<file path="src/rtl/dma_csr_pkg.sv">
package dma_csr_pkg;

  localparam int XFER_W = 15;
  localparam int LEN_CODE_W = 3;

  // Byte offsets of the registers inside the window
  localparam int OFF_CTRL = 'h00;
  localparam int OFF_STAT = 'h04;
  localparam int OFF_HDST = 'h08;
  localparam int OFF_HSRC = 'h0C;
  localparam int OFF_LDST = 'h10;
  localparam int OFF_LSRC = 'h14;
  localparam int OFF_LEN  = 'h18;

  typedef enum logic [2:0] {
    SEL_NONE, SEL_CTRL, SEL_STAT, SEL_HDST,
    SEL_HSRC, SEL_LDST, SEL_LSRC, SEL_LEN
  } regPick_e;

  // Strobes from the decoder to the register datapath
  typedef struct packed {
    logic     wrCtrl;
    logic     wrStat;
    logic [3:0] wrCfg;   // hostDst, hostSrc, localDst, localSrc
    logic     wrLen;
    logic     rdStrobe;
    regPick_e rdPick;
  } csrStrobe_t;

  function automatic logic [XFER_W-1:0] policyDwords(input logic [LEN_CODE_W-1:0] code);
    logic [XFER_W-1:0] n;
    case (code)
      3'd1:    n = XFER_W'(2048);
      3'd2:    n = XFER_W'(3072);
      3'd3:    n = XFER_W'(4096);
      3'd4:    n = XFER_W'(8192);
      3'd5:    n = XFER_W'(16384);
      default: n = XFER_W'(1024);
    endcase
    return n;
  endfunction

endpackage

</file>
<file path="src/rtl/dma_csr_decode.sv">
module dma_csr_decode
  import dma_csr_pkg::*;
#(
  parameter int ADDR_W = 8
) (
  input  logic              regSel,
  input  logic              hostWr,
  input  logic              hostRd,
  input  logic [ADDR_W-1:0] hostAddr,
  output csrStrobe_t        strobe
);

  regPick_e pick;
  logic     wrOk;

  always_comb begin
    pick = SEL_NONE;
    if (hostAddr == ADDR_W'(OFF_CTRL))      pick = SEL_CTRL;
    else if (hostAddr == ADDR_W'(OFF_STAT)) pick = SEL_STAT;
    else if (hostAddr == ADDR_W'(OFF_HDST)) pick = SEL_HDST;
    else if (hostAddr == ADDR_W'(OFF_HSRC)) pick = SEL_HSRC;
    else if (hostAddr == ADDR_W'(OFF_LDST)) pick = SEL_LDST;
    else if (hostAddr == ADDR_W'(OFF_LSRC)) pick = SEL_LSRC;
    else if (hostAddr == ADDR_W'(OFF_LEN))  pick = SEL_LEN;
  end

  assign wrOk = regSel && hostWr;

  always_comb begin
    strobe.wrCtrl   = wrOk && (pick == SEL_CTRL);
    strobe.wrStat   = wrOk && (pick == SEL_STAT);
    strobe.wrCfg[0] = wrOk && (pick == SEL_HDST);
    strobe.wrCfg[1] = wrOk && (pick == SEL_HSRC);
    strobe.wrCfg[2] = wrOk && (pick == SEL_LDST);
    strobe.wrCfg[3] = wrOk && (pick == SEL_LSRC);
    strobe.wrLen    = wrOk && (pick == SEL_LEN);
    strobe.rdStrobe = regSel && hostRd;
    strobe.rdPick   = pick;
  end

endmodule

</file>
<file path="src/rtl/dma_csr_regs.sv">
module dma_csr_regs
  import dma_csr_pkg::*;
#(
  parameter int DATA_W = 32
) (
  input  logic              clk,
  input  logic              rstN,
  input  csrStrobe_t        strobe,
  input  logic [DATA_W-1:0] hostWdata,
  input  logic [1:0]        engDone,   // [0] write DMA, [1] read DMA
  output logic [1:0]        runBits,
  output logic [1:0]        doneBits,
  output logic [DATA_W-1:0] cfgOut [4],
  output logic [LEN_CODE_W-1:0] lenCode,
  output logic [DATA_W-1:0] hostRdata
);

  localparam int CFG_N = 4;

  logic [DATA_W-1:0] cfgReg [CFG_N];

  for (genvar i = 0; i < CFG_N; i++) begin : g_cfg
    always_ff @(posedge clk or negedge rstN) begin
      if (!rstN)                cfgReg[i] <= '0;
      else if (strobe.wrCfg[i]) cfgReg[i] <= hostWdata;
    end
    assign cfgOut[i] = cfgReg[i];
  end

  for (genvar d = 0; d < 2; d++) begin : g_dir
    // Host control write outranks the engine's done pulse
    always_ff @(posedge clk or negedge rstN) begin
      if (!rstN)              runBits[d] <= 1'b0;
      else if (strobe.wrCtrl) runBits[d] <= hostWdata[d];
      else if (engDone[d])    runBits[d] <= 1'b0;
    end
    // A completion outranks a write-one-to-clear
    always_ff @(posedge clk or negedge rstN) begin
      if (!rstN)                                doneBits[d] <= 1'b0;
      else if (engDone[d])                      doneBits[d] <= 1'b1;
      else if (strobe.wrStat && hostWdata[d])   doneBits[d] <= 1'b0;
    end
  end

  always_ff @(posedge clk or negedge rstN) begin
    if (!rstN)             lenCode <= '0;
    else if (strobe.wrLen) lenCode <= hostWdata[LEN_CODE_W-1:0];
  end

  logic [DATA_W-1:0] rdMux;

  always_comb begin
    rdMux = '0;
    case (strobe.rdPick)
      SEL_CTRL: rdMux = DATA_W'(runBits);
      SEL_STAT: rdMux = DATA_W'(doneBits);
      SEL_HDST: rdMux = cfgReg[0];
      SEL_HSRC: rdMux = cfgReg[1];
      SEL_LDST: rdMux = cfgReg[2];
      SEL_LSRC: rdMux = cfgReg[3];
      SEL_LEN:  rdMux = DATA_W'(lenCode);
      default:  rdMux = '0;
    endcase
  end

  always_ff @(posedge clk or negedge rstN) begin
    if (!rstN)                hostRdata <= '0;
    else if (strobe.rdStrobe) hostRdata <= rdMux;
    else                      hostRdata <= '0;
  end

endmodule

</file>
<file path="src/rtl/dma_csr_top.sv">
module dma_csr_top
  import dma_csr_pkg::*;
#(
  parameter int ADDR_W = 8,
  parameter int DATA_W = 32
) (
  input  logic              clk,
  input  logic              rstN,
  input  logic              regSel,
  input  logic              hostWr,
  input  logic              hostRd,
  input  logic [ADDR_W-1:0] hostAddr,
  input  logic [DATA_W-1:0] hostWdata,
  output logic [DATA_W-1:0] hostRdata,
  input  logic              wrDmaDone,
  input  logic              rdDmaDone,
  output logic              wrDmaRun,
  output logic              rdDmaRun,
  output logic [DATA_W-1:0] hostDstAddr,
  output logic [DATA_W-1:0] hostSrcAddr,
  output logic [DATA_W-1:0] localDstAddr,
  output logic [DATA_W-1:0] localSrcAddr,
  output logic [XFER_W-1:0] xferDwords
);

  csrStrobe_t            strobe;
  logic [1:0]            runBits;
  logic [1:0]            doneBits;
  logic [DATA_W-1:0]     cfgOut [4];
  logic [LEN_CODE_W-1:0] lenCode;

  dma_csr_decode #(.ADDR_W(ADDR_W)) uDec (
    .regSel   (regSel),
    .hostWr   (hostWr),
    .hostRd   (hostRd),
    .hostAddr (hostAddr),
    .strobe   (strobe)
  );

  dma_csr_regs #(.DATA_W(DATA_W)) uDp (
    .clk       (clk),
    .rstN      (rstN),
    .strobe    (strobe),
    .hostWdata (hostWdata),
    .engDone   ({rdDmaDone, wrDmaDone}),
    .runBits   (runBits),
    .doneBits  (doneBits),
    .cfgOut    (cfgOut),
    .lenCode   (lenCode),
    .hostRdata (hostRdata)
  );

  assign wrDmaRun     = runBits[0];
  assign rdDmaRun     = runBits[1];
  assign hostDstAddr  = cfgOut[0];
  assign hostSrcAddr  = cfgOut[1];
  assign localDstAddr = cfgOut[2];
  assign localSrcAddr = cfgOut[3];
  assign xferDwords   = policyDwords(lenCode);

endmodule

</file>
<file path="config.mk">
export PLATFORM = sky130hd
export DESIGN_NAME = dma_csr_top
export DESIGN_NICKNAME = d
export VERILOG_FILES = /design/src/rtl/dma_csr_pkg.sv /design/src/rtl/dma_csr_decode.sv /design/src/rtl/dma_csr_regs.sv /design/src/rtl/dma_csr_top.sv
export SDC_FILE = /design/constraint.sdc
export NUM_CORES = 1
export LEC_CHECK = 0
export ABC_AREA = 1
export BUFFER_PORTS_ARGS = -buffer_cell sky130_fd_sc_hd__buf_4
export CAP_MARGIN = 10
export CORE_ASPECT_RATIO = 2
export CORE_MARGIN = 2
export CORE_UTILIZATION = 45
export DETAILED_ROUTE_END_ITERATION = 10
export PLACE_DENSITY = 0.71
export SLEW_MARGIN = 30
export SYNTH_ARGS = -nofsm -noshare
export SYNTH_HDL_FRONTEND = slang
export SYNTH_SLANG_ARGS = --single-unit
</file>
<file path="constraint.sdc">
create_clock -name clk -period 2.1 [get_ports clk]
set_input_delay 0 -clock clk [delete_from_list [all_inputs] [get_ports clk]]
set_output_delay 0 -clock clk [all_outputs]
set_load 0.02 [all_outputs]
</file>
### After elaboration in Yosys (flattened, before gate mapping)

Index checks and enable logic that the tools add are counted.

| operators by class | value |
|---|---|
| multiply operators | 0 |
| bitwise logic cells | 0 |
| shift-type cells | 0 |
| eq/ne operators | 18 |
| muxes and demuxes | 18 |
| $add $sub $neg | 0 |
| $lt $le $gt $ge | 0 |
| divide/modulo/power cells | 0 |
| reductions and logical operators | 16 |

Operators by type and width:

| cell | number |
|---|---|
| $pmux W32 S7 | 1 |
| $pmux W15 S5 | 1 |
| $mux W32 | 1 |
| $eq A8 B5 Y1 const B | 3 |
| $mux W3 | 7 |
| $eq A3 B3 Y1 const B | 6 |
| $eq A8 B4 Y1 const B | 2 |
| $eq A3 B2 Y1 const B | 4 |
| $logic_and A1 B1 Y1 | 11 |
| $eq A8 B3 Y1 const B | 1 |
| $logic_not A8 Y1 | 1 |
| $mux W1 | 8 |
| $reduce_bool A2 Y1 | 4 |
| $eq A3 B1 Y1 const B | 2 |

| storage, ports and cells | value |
|---|---|
| memories | 0 |
| ROM bits | 0 |
| register bits after elaboration | 167 |
| RAM bits | 0 |
| word-level logic and storage cells | 62 |
| bits in latches | 0 |

### Depth between registers and ports, before layout

Gate-level depths: netlist of the first run.

| logic depth | value |
|---|---|
| depth after elaboration | 13 |
| depth in mapped cells | 10 |
| depth with buffers taken out | 9 |

### Hierarchy

Synthesis of the first run repeated with hierarchy kept, for this count alone.

| unflattened totals | value |
|---|---|
| cell total of the unflattened synthesis | 796 |
| area total of the unflattened synthesis | 7611.0 sq um |

Modules (own cells, without submodules):

| module | cells an instance | instances | area an instance (sq um) |
|---|---|---|---|
| dma_csr_regs | 714 | 1 | 7209.4 |
| dma_csr_decode | 58 | 1 | 262.8 |
| dma_csr_top | 24 | 1 | 138.9 |

### Least setup slack after synthesis of the first run

OpenSTA, ideal clock, no wires.

| timing path | value |
|---|---|
| path kind | input-to-reg |
| start | in hostAddr[0] |
| end | reg uDp.cfgReg (netlist bit uDp.cfgOut[23]) |
| library setup time | 120 ps |
| path slack | 1114 ps |
| buffers on the path | 1 |
| data required time | 1980 ps |
| stages on the path | 9 |
| data arrival time | 865 ps |
| path through | inv_1 > nand2_1 > nor2_4 > inv_2 > nor2_8 > nand2_4 > buf_6 > nand2_1 > o21ai_2 |

| between the ends | value |
|---|---|
| longest elaborated chain between the ends | 10 |
| elaborated cells on any way between the ends | 16 |
| classes of those cells | 7 x eq/ne; 7 x mux; 2 x reduce/logical |

Ends and longest elaborated chain:

| item | RTL line | source |
|---|---|---|
| start: declaration | dma_csr_top.sv:12 | `input logic [ADDR_W-1:0] hostAddr,` |
| $eq A8 B5 Y1 | dma_csr_decode.sv:24 | `else if (hostAddr == ADDR_W'(OFF_LEN)) pick = SEL_LEN;` |
| $mux W3 | dma_csr_decode.sv:24 |  |
| $mux W3 | dma_csr_decode.sv:23 | `else if (hostAddr == ADDR_W'(OFF_LSRC)) pick = SEL_LSRC;` |
| $mux W3 | dma_csr_decode.sv:22 | `else if (hostAddr == ADDR_W'(OFF_LDST)) pick = SEL_LDST;` |
| $mux W3 | dma_csr_decode.sv:21 | `else if (hostAddr == ADDR_W'(OFF_HSRC)) pick = SEL_HSRC;` |
| $mux W3 | dma_csr_decode.sv:20 | `else if (hostAddr == ADDR_W'(OFF_HDST)) pick = SEL_HDST;` |
| $mux W3 | dma_csr_decode.sv:19 | `else if (hostAddr == ADDR_W'(OFF_STAT)) pick = SEL_STAT;` |
| $mux W3 * | dma_csr_decode.sv:18 | `if (hostAddr == ADDR_W'(OFF_CTRL)) pick = SEL_CTRL;` |
| $eq A3 B3 Y1 * | dma_csr_decode.sv:35 | `strobe.wrCfg[3] = wrOk && (pick == SEL_LSRC);` |
| $logic_and A1 B1 Y1 * | dma_csr_decode.sv:35 |  |
| end signal: indexed assignment | dma_csr_regs.sv:25 | `else if (strobe.wrCfg[i]) cfgReg[i] <= hostWdata;` |
| end: declaration | dma_csr_regs.sv:20 | `logic [DATA_W-1:0] cfgReg [CFG_N];` |

Mark *: on every way between the ends. The rest lies on a longest branch, timed or not.
A chain may end at the register's enable or synchronous reset.

### Final worst setup path of the first run

| timing path | value |
|---|---|
| start | reg uDp.lenCode[2] |
| end | out xferDwords[11] |

| between the ends | value |
|---|---|
| longest elaborated chain between the ends | 2 |
| elaborated cells on any way between the ends | 6 |
| classes of those cells | 5 x eq/ne; 1 x mux |

Ends and longest elaborated chain:

| item | RTL line | source |
|---|---|---|
| start: declaration | dma_csr_regs.sv:14 | `output logic [LEN_CODE_W-1:0] lenCode,` |
| start signal: assignment | dma_csr_regs.sv:47 | `else if (strobe.wrLen) lenCode <= hostWdata[LEN_CODE_W-1:0];` |
| $eq A3 B3 Y1, or another cell as far along | dma_csr_pkg.sv:32 | `case (code)` |
| $pmux W15 S5 * | dma_csr_pkg.sv:32 |  |
| end: declaration | dma_csr_top.sv:23 | `output logic [XFER_W-1:0] xferDwords` |

Marked as above.

==> results of run 1 <==
==> where the power goes <==
group	internal [W]	switching [W]	total, W
logic	0.000247	0.000358	0.000605
clock network	0.00159	0.00147	0.00305
registers	0.00328	0.0000642	0.00335
==> worst max-delay path, delay by kind of cell, from the launching register on <==
kind | cells | cell delay [ns]
buffers and inverters | 2 | 0.30
flip-flops | 1 | 0.37
AO/OA/AOI/OAI | 1 | 0.15
AND/OR/NAND/NOR | 1 | 0.07
==> through the flow <==
step	cell area, um^2	std cells	util
3_3_place_gp	9179	1251	0.5642
6_report	10110	1319	0.6216
4_1_cts	10110	1318	0.6214
2_1_floorplan	7530	865	-
3_5_place_dp	9179	1251	0.5642
5_1_grt	10110	1319	0.6216
==> area by class of cell <==
cell class                      instances  area, um^2  share of cell area
Multi-Input combinational cell        593        2731              0.2701
Inverter                               56       212.7             0.02103
Tap cell                              204       255.2             0.02524
Clock buffer                           17       425.4             0.04207
Antenna cell                            1       2.502           0.0002475
Clock inverter                         15       155.1             0.01534
Timing Repair Buffer                  266        2151              0.2127
Sequential cell                       167        4179              0.4133
==> state kept, by name, indices dropped and copies added (netlist names) <==
| signal | flops |
|---|---|
| uDp.cfgOut | 128 |
| uDp.doneBits | 2 |
| uDp.hostRdata | 32 |
| uDp.lenCode | 3 |
| uDp.runBits | 2 |
==> how the worst min path moves through the flow <==
stage | end | slack (ns)
detailed placement | uDp.cfgOut[60] | 0.0006
floorplan | uDp.cfgOut[0] | -0.30
global placement | uDp.cfgOut[125] | -0.005
finish | uDp.cfgOut[60] | 0.09
global route | uDp.cfgOut[60] | 0.15
CTS | uDp.doneBits[1] | 0.10
==> cells by family after synthesis <==
group	count (synthesis)	share of synthesized area
AOI/OAI and AO/OA	140	0.1177
buffers and inverters	105	0.08262
DFF	167	0.5575
other	1	0.0005003
and+or+nand+nor	443	0.2417
==> what timing repair did <==
item                                    CTS  global route
endpoints found under the hold margin   202             0
endpoints found under the setup margin    0             0
hold buffers                             35             0
==> cells in the final DEF (no fill, tap or decap) <==
cell / instances
a21oi_1: 2
nor3_1: 2
dfrtp_1: 167
o21ai_0: 7
buf_4: 225
nand2_1: 331
nand3_4: 1
clkinvlp_4: 1
inv_1: 50
inv_8: 4
diode_2: 1
nor2_2: 2
nor2_4: 6
o21ai_2: 47
inv_2: 4
nor2_1: 72
clkbuf_16: 17
nand2_4: 2
dlygate4sd3_1: 35
nand3_1: 17
nor2_8: 1
o211ai_1: 2
clkinv_1: 1
buf_6: 1
inv_6: 4
buf_12: 5
nand2_2: 7
clkinv_4: 4
inv_4: 1
conb_1: 10
nand3_2: 2
clkinv_8: 2
o21ai_1: 82
==> routing by layer <==
layer | wire length (um) | part of all wire | vias up
met5 | 0 | 0 | -
met4 | 872 | 0.041 | 0
met3 | 1069 | 0.050 | 48
met2 | 11690 | 0.55 | 232
met1 | 7665 | 0.36 | 3089
li1 | - | - | 3161
==> flow_summary.ini, run 1 <==
[worst_setup_path]
cpPeakStageDelay_ns = 0.37
cp.required_ns = 2.10
startpoint_type = flop
crit_end = xferDwords[11]
rrSetupSlack_ns = 1.08
path_cells = inv_1, nand2_1, a21oi_1, buf_4
criticalPathCategory = reg -> out
r2r-end = uDp.hostRdata[0]
slowest_stage = dfrtp_1
worstRegToRegCells = 6
path_max_fanout = 5
end_kind = output port
r2r-start = uDp.cfgOut[64]
crit_arrival_ns = 1.32
cp-startpoint = uDp.lenCode[2]

[place]
dp_slack_ns = 0.5490
dp_hpwl_um = 14660
place_congestion = 0.8377
portBuffers = 213

[status]
status = finished, final reports clean

[logic_synthesis]
ys_seq_area_frac = 0.5575
synthCells = 856
synth_top_area_cell = dfrtp_1
async_flop_share = 1.000
synth.most_common_cell = nand2_1
synth_edf_count = 0
ys_ff_latch = 167
synth_warnings = 0
synth_top_cell_area_share = 0.5575
synthDistinctLibCells = 26
synth_area_mm2 = 0.007496
postSynthAreaPerCell_um2 = 8.757
synth_ff_type = dfrtp_1
synth.area.top_cells = dfrtp_1 56%, nand2_1 17%, o21ai_2 5.5%
synth_commonest_cells = 331 x nand2_1, 167 x dfrtp_1, 82 x o21ai_1

[timing]
setup_ws_ns = 0.7783
fin_skew_ns = 0.008219
finalCritPeriodShare = 0.6294
rsz0062_at_grt = no
finalHoldViolCount = 0
hold_slack_ns = 0.09338
fin_crit_ns = 1.322
setup_viol = 0
tightest_slew_ns = 0.5931
setup_tns_ns = 0
fmax_mhz = 756.6
final-max-slew-violation-count = 0
slew_headroom = 0.6046

[grt]
overflow = 0
grtUsageMet1 = 0.2769
gr-usage-met2 = 0.4515
grt_use_total = 0.2516
top_usage_layer = met2
grtUsageMet3 = 0.04845
grt_pass1_wl_um = 34130
grt_max_degree = 60
grt_pass1_vias = 6503
grt_antenna_before_repair = 1

[floorplanning]
initial_utilization = 0.4608
fp.dieH_um = 186.5
io_pins = 224
rows = 66
die-area_mm2 = 0.01777
die_w_um = 95.26
coreArea_mm2 = 0.01627

[route]
wl_um = 21300
routedWlPerCell_um = 16.15
drc_errors = 0
first_pass_iters = 5
avgViaCountPerCell = 4.951
antenna_left = 0
routed-via-count = 6530
initialDrtViolationCount = 327

[layout]
layout-drive-gt1-share = 0.3016
syn_to_final_growth_pct = 34.90
fin_nets = 1148
nFillCells = 1389

[cts]
root_buffer = clkbuf_16
clk_pin_slew_ns = 0.07
cts_made_buffers = 17
insertion_delay_ns = 0.43
cts_tree = built
cts_resized = 0
cts_sinks = 167
htree_levels = 4
cts_max_path_buffers = 2
cts_setup_buffers = 0

[power_and_ir_drop]
power_w = 0.007008
p_leak_nw = 5.387
peakVddDrop_mv = 0.6112
power_density_mw_per_mm2 = 693.0

[hold_path]
hold_class = in -> async

[job]
cap_violations = 0
Note: power is estimated with default switching activity, not from simulation.
==> run 2: changes to the inputs <==
ABC_AREA = 0   (was 1)
clock period = 1.36 ns   (was 2.1 ns; I/O delays follow)
==> run 2 against run 1 <==
  * The run now ends with setup timing left
  * Global-route usage down 0.84 points
  * Final cell count down 24%
  * Combinational power up 79%
  * Clock-buffer cell count up 1
  * First-iteration DRC count down 47%
  * Synthesized area down 1.4%
  * Core utilization up 2.3 points
  * Setup slack worse by 0.81 ns
  * Critical path type is now in -> reg
  * Highest routed layer unchanged
==> flow_summary.ini, run 2 <==
[timing]
setup_ws_ns = -0.03483
final-max-slew-violation-count = 0
rsz0062_at_grt = yes
tightest_slew_ns = 0.7561
slew_headroom = 0.4960
setup_tns_ns = -0.5639
finalCritPeriodShare = 1.026
setup_viol = 28
finalHoldViolCount = 0
fin_crit_ns = 1.395
fin_skew_ns = 0.005745
fmax_mhz = 716.9
hold_slack_ns = 0.03630

[floorplanning]
die-area_mm2 = 0.01752
fp.dieH_um = 185.2
die_w_um = 94.61
initial_utilization = 0.4565
coreArea_mm2 = 0.01619
rows = 66
io_pins = 224

[power_and_ir_drop]
peakVddDrop_mv = 0.9137
power_density_mw_per_mm2 = 1030
p_leak_nw = 5.473

[worst_setup_path]
worstRegToRegCells = 3
criticalPathCategory = in -> reg
path_max_fanout = 18
cp.required_ns = 1.67
startpoint_type = input port
crit_arrival_ns = 1.71
end_kind = flop

[place]
dp_hpwl_um = 14400
place_inst = 936
portBuffers = 213
dp_slack_ns = -0.5030
place_congestion = 0.8110

[status]
status = complete, but fails checks
violations = setup timing

[grt]
overflow = 0
grt_pass1_vias = 5668
grt_use_total = 0.2433
grt_antenna_before_repair = 0
grt_max_degree = 43
grt_pass1_wl_um = 31680

[logic_synthesis]
synth_commonest_cells = 167 x dfrtp_1, 101 x mux2_2, 64 x mux2i_1
synth_edf_count = 0
synth_warnings = 0
synth_top_cell_area_share = 0.5656
synth.most_common_cell = dfrtp_1
async_flop_share = 1.000
synth_area_mm2 = 0.007388
synth_top_area_cell = dfrtp_1
postSynthAreaPerCell_um2 = 14.37
synth_ff_type = dfrtp_1
ys_seq_area_frac = 0.5656
synthDistinctLibCells = 34
synthCells = 514
ys_ff_latch = 167
synth.area.top_cells = dfrtp_1 57%, mux2_2 15%, mux2i_1 8.7%

[route]
drc_errors = 0
first_pass_iters = 4
routedWlPerCell_um = 20.49
wl_um = 20610
routed-via-count = 5315
antenna_left = 0
initialDrtViolationCount = 174
avgViaCountPerCell = 5.283

[layout]
largest_reg_flops = 128
fin_nets = 836
diodes = 0
final_cell_mix = 238 x buf_4, 164 x dfrtp_1, 101 x mux2_2
layout_commonest_cell = buf_4
final_cells = 1006
syn_to_final_growth_pct = 41.25
layout-drive-gt1-share = 0.5387

[job]
cap_violations = 0

[cts]
cts_tree = built
cts_max_path_buffers = 2
insertion_delay_ns = 0.42
cts_made_buffers = 17
root_buffer = clkbuf_16
htree_levels = 4
clk_pin_slew_ns = 0.06
cts_sinks = 167

[hold_path]
hold_class = in -> reg
hold_path_depth = 4
-- run 2: critical path, cell delays in order --
cell	delay, ns
buf_6	0.09
or4b_4	0.56
or4_4	0.55
buf_12	0.19
mux2_4	0.30
-- run 2: layout make-up --
type / instances / area, um^2
sequential: 167 / 4183
timing repair buffer: 290 / 2442
clock inverter: 14 / 117.6
fill: 1248 / 5749
multi-input combinational: 312 / 2995
clock buffer: 18 / 439.2
inverter: 1 / 3.754
tap: 204 / 255.2
-- run 2: per-layer routing --
metal,global-route usage,up-vias,routed length [um]
li1,-,2382,-
met1,0.2665,2702,7235
met2,0.4363,189,11630
met3,0.05167,42,979
met4,0.1177,0,766
met5,0,-,0
-- run 2: logic make-up after synthesis --
| family | after synthesis | share of synthesized area |
|---|---|---|
| mux | 197 | 0.3077 |
| xor+xnor | 1 | 0.001186 |
| compound gates | 38 | 0.04318 |
| other cells | 1 | 0.0005076 |
| buf+inv | 44 | 0.03827 |
| simple gates | 66 | 0.04352 |
| flops | 167 | 0.5656 |
-- run 2: worst paths after layout --
path	from	to	slack, ns
worst min register to register	uDp.doneBits[0]	uDp.doneBits[0]	0.48
worst min-delay path	hostAddr[4]	uDp.hostRdata[0]	0.04
worst max register to register	uDp.runBits[1]	uDp.hostRdata[1]	0.09
min in group asynchronous	rstN	uDp.cfgOut[67]	0.05
worst max-delay path	hostAddr[7]	uDp.cfgOut[43]	-0.03
max in group asynchronous	rstN	uDp.lenCode[1]	0.70
-- run 2: report_power, final --
| group | internal, W | switching (W) |
|---|---|---|
| clock network | 0.00243 | 0.00207 |
| logic | 0.000518 | 0.000559 |
| registers | 0.00507 | 0.0000992 |
| total | 0.00802 | 0.00273 |
-- run 2: metrics by stage --
stage	power [W]	area, um^2	utilization
after floorplan	0.005706	7472	-
after global placement	0.006232	9417	0.5818
after detailed placement	0.006264	9417	0.5818
after CTS	0.01088	10360	0.6398
after global routing	0.01114	10440	0.6448
final	0.01075	10440	0.6448
-- run 2: what timing repair did --
action / in CTS / in global routing
resized for setup: 7 / 11
pin swaps: 0 / 1
hold buffers: 35 / 0
hold endpoints to repair: 302 / 0
gates cloned: 1 / 1
endpoints found under the setup margin: 73 / 92
setup buffers: 0 / 1
==> run 3: changes to the inputs <==
CTS_CLUSTER_DIAMETER = 40   (was not set)
clock period = 1.5 ns   (was 1.36 ns; I/O delays follow)
==> run 3 against run 2 <==
  * The run now ends clean
  * Total power down 6.1%
  * Clock skew up 0.0043 ns
  * Global-route usage grew 0.46 points
  * Via count is 1.1% higher
  * First-iteration DRC count up 64%
  * Core utilization fell by 0.58 points
  * Die area is the same
  * Worst hold slack improved by 0.014 ns
  * Critical path type unchanged
==> flow_summary.ini, run 3 (synthesis gave the netlist of run 2 again) <==
[cts]
cts_max_path_buffers = 2
clk_pin_slew_ns = 0.06
cts_tree = built
cts_setup_buffers = 0
cts_made_buffers = 17
root_buffer = clkbuf_16
insertion_delay_ns = 0.42
htree_levels = 4
cts_sinks = 167

[place]
place_congestion = 0.8340
portBuffers = 213
dp_slack_ns = -0.3903
dp_hpwl_um = 14900

[worst_setup_path]
r2r-start = uDp.cfgOut[65]
end_kind = flop
worstRegToRegCells = 3
startpoint_type = input port
path_max_fanout = 17
r2r-end = uDp.hostRdata[1]
criticalPathCategory = in -> reg
rrSetupSlack_ns = 0.23
cp.required_ns = 1.79
crit_arrival_ns = 1.77

[grt]
grtUsageMet3 = 0.04272
grt_max_degree = 46
grt_pass1_vias = 5811
grt_antenna_before_repair = 0
gr-usage-met2 = 0.4650
grt_use_total = 0.2479
top_usage_layer = met2
grtUsageMet1 = 0.2568
overflow = 0
grt_pass1_wl_um = 32350

[route]
avgViaCountPerCell = 5.379
routedWlPerCell_um = 20.96
wl_um = 20940
routed-via-count = 5374
drc_errors = 0
antenna_left = 0
initialDrtViolationCount = 285
first_pass_iters = 4

[layout]
syn_to_final_growth_pct = 39.98
nFillCells = 1282
layout-drive-gt1-share = 0.5233
fin_nets = 829
layout_commonest_cell = buf_4
register_area_mm2 = 0.004179
largest_reg_flops = 128
multiInputGateArea_mm2 = 0.002978
diodes = 0
final_cell_mix = 236 x buf_4, 167 x dfrtp_1, 101 x mux2_2

[timing]
fin_skew_ns = 0.01006
fin_crit_ns = 1.475
hold_slack_ns = 0.05062
final-max-slew-violation-count = 0
slew_headroom = 0.5929
tightest_slew_ns = 0.6107
finalHoldViolCount = 0
finalCritPeriodShare = 0.9832
setup_ws_ns = 0.02520
setup_viol = 0
setup_tns_ns = 0
rsz0062_at_grt = yes
fmax_mhz = 678.1

[power_and_ir_drop]
power_density_mw_per_mm2 = 976.0
p_leak_nw = 5.426
peakVddDrop_mv = 0.7963

[floorplanning]
rows = 66
die_w_um = 94.61
die-area_mm2 = 0.01752
io_pins = 224
fp.dieH_um = 185.2
initial_utilization = 0.4565
coreArea_mm2 = 0.01619

[hold_path]
hold_class = in -> reg
hold_path_depth = 3
whs_endpoint = uDp.hostRdata[0]
hold_start = hostRd

[job]
cap_violations = 0

[status]
status = finished, final reports clean
-- run 3: layout make-up --
class	instances	area share
inverter	1	0.0003629
timing repair buffer	283	0.2247
clock buffer	18	0.04246
clock inverter	14	0.01585
tap	204	0.02468
multi-input combinational	312	0.2879
sequential	167	0.4041
-- run 3: metal layers --
layer | vias to the layer above | part of all wire | wire (um)
li1 | 2360 | - | -
met1 | 2779 | 0.35 | 7251
met2 | 186 | 0.57 | 11930
met3 | 49 | 0.041 | 859
met4 | 0 | 0.043 | 905
met5 | - | 0 | 0
-- run 3: how the worst max path moves through the flow --
stage               cells past startpoint  slack [ns]        start             end
CTS                                     7        0.04  hostAddr[7]  uDp.cfgOut[74]
global route                            6       -0.02  hostAddr[7]  uDp.cfgOut[18]
finish                                  6        0.03  hostAddr[7]  uDp.cfgOut[11]
floorplan                               5       -0.24  hostAddr[7]  uDp.cfgOut[32]
global placement                        6       -0.35  hostAddr[7]  uDp.cfgOut[16]
detailed placement                      7       -0.39  hostAddr[7]  uDp.cfgOut[78]
-- run 3: power breakdown --
group / internal (W) / switching (W) / leakage [nW]
logic: 0.000462 / 0.000508 / 2.83
registers: 0.00460 / 0.0000944 / 2.31
clock network: 0.00254 / 0.00189 / 0.285
total: 0.00760 / 0.00249 / 5.43
-- run 3: timing repair --
| item | CTS | global route |
|---|---|---|
| endpoints found under the hold margin | 304 | 0 |
| setup endpoints to repair | 0 | 64 |
| gates resized for setup | 0 | 1 |
| hold buffers | 38 | 0 |
-- run 3: critical path, stage by stage --
cell    delay (ns)
buf_4         0.11
or4b_4        0.56
buf_4         0.18
nor3_2        0.20
buf_4         0.33
mux2_2        0.38
-- run 3: per-stage QoR --
step	power [W]	std cells	util	cell area, um^2
6_report	0.01009	999	0.6390	10340
5_1_grt	0.01046	999	0.6390	10340
4_1_cts	0.01019	999	0.6388	10340
3_5_place_dp	0.005672	929	0.5781	9356
3_3_place_gp	0.005649	929	0.5781	9356
2_1_floorplan	0.005171	523	-	7438
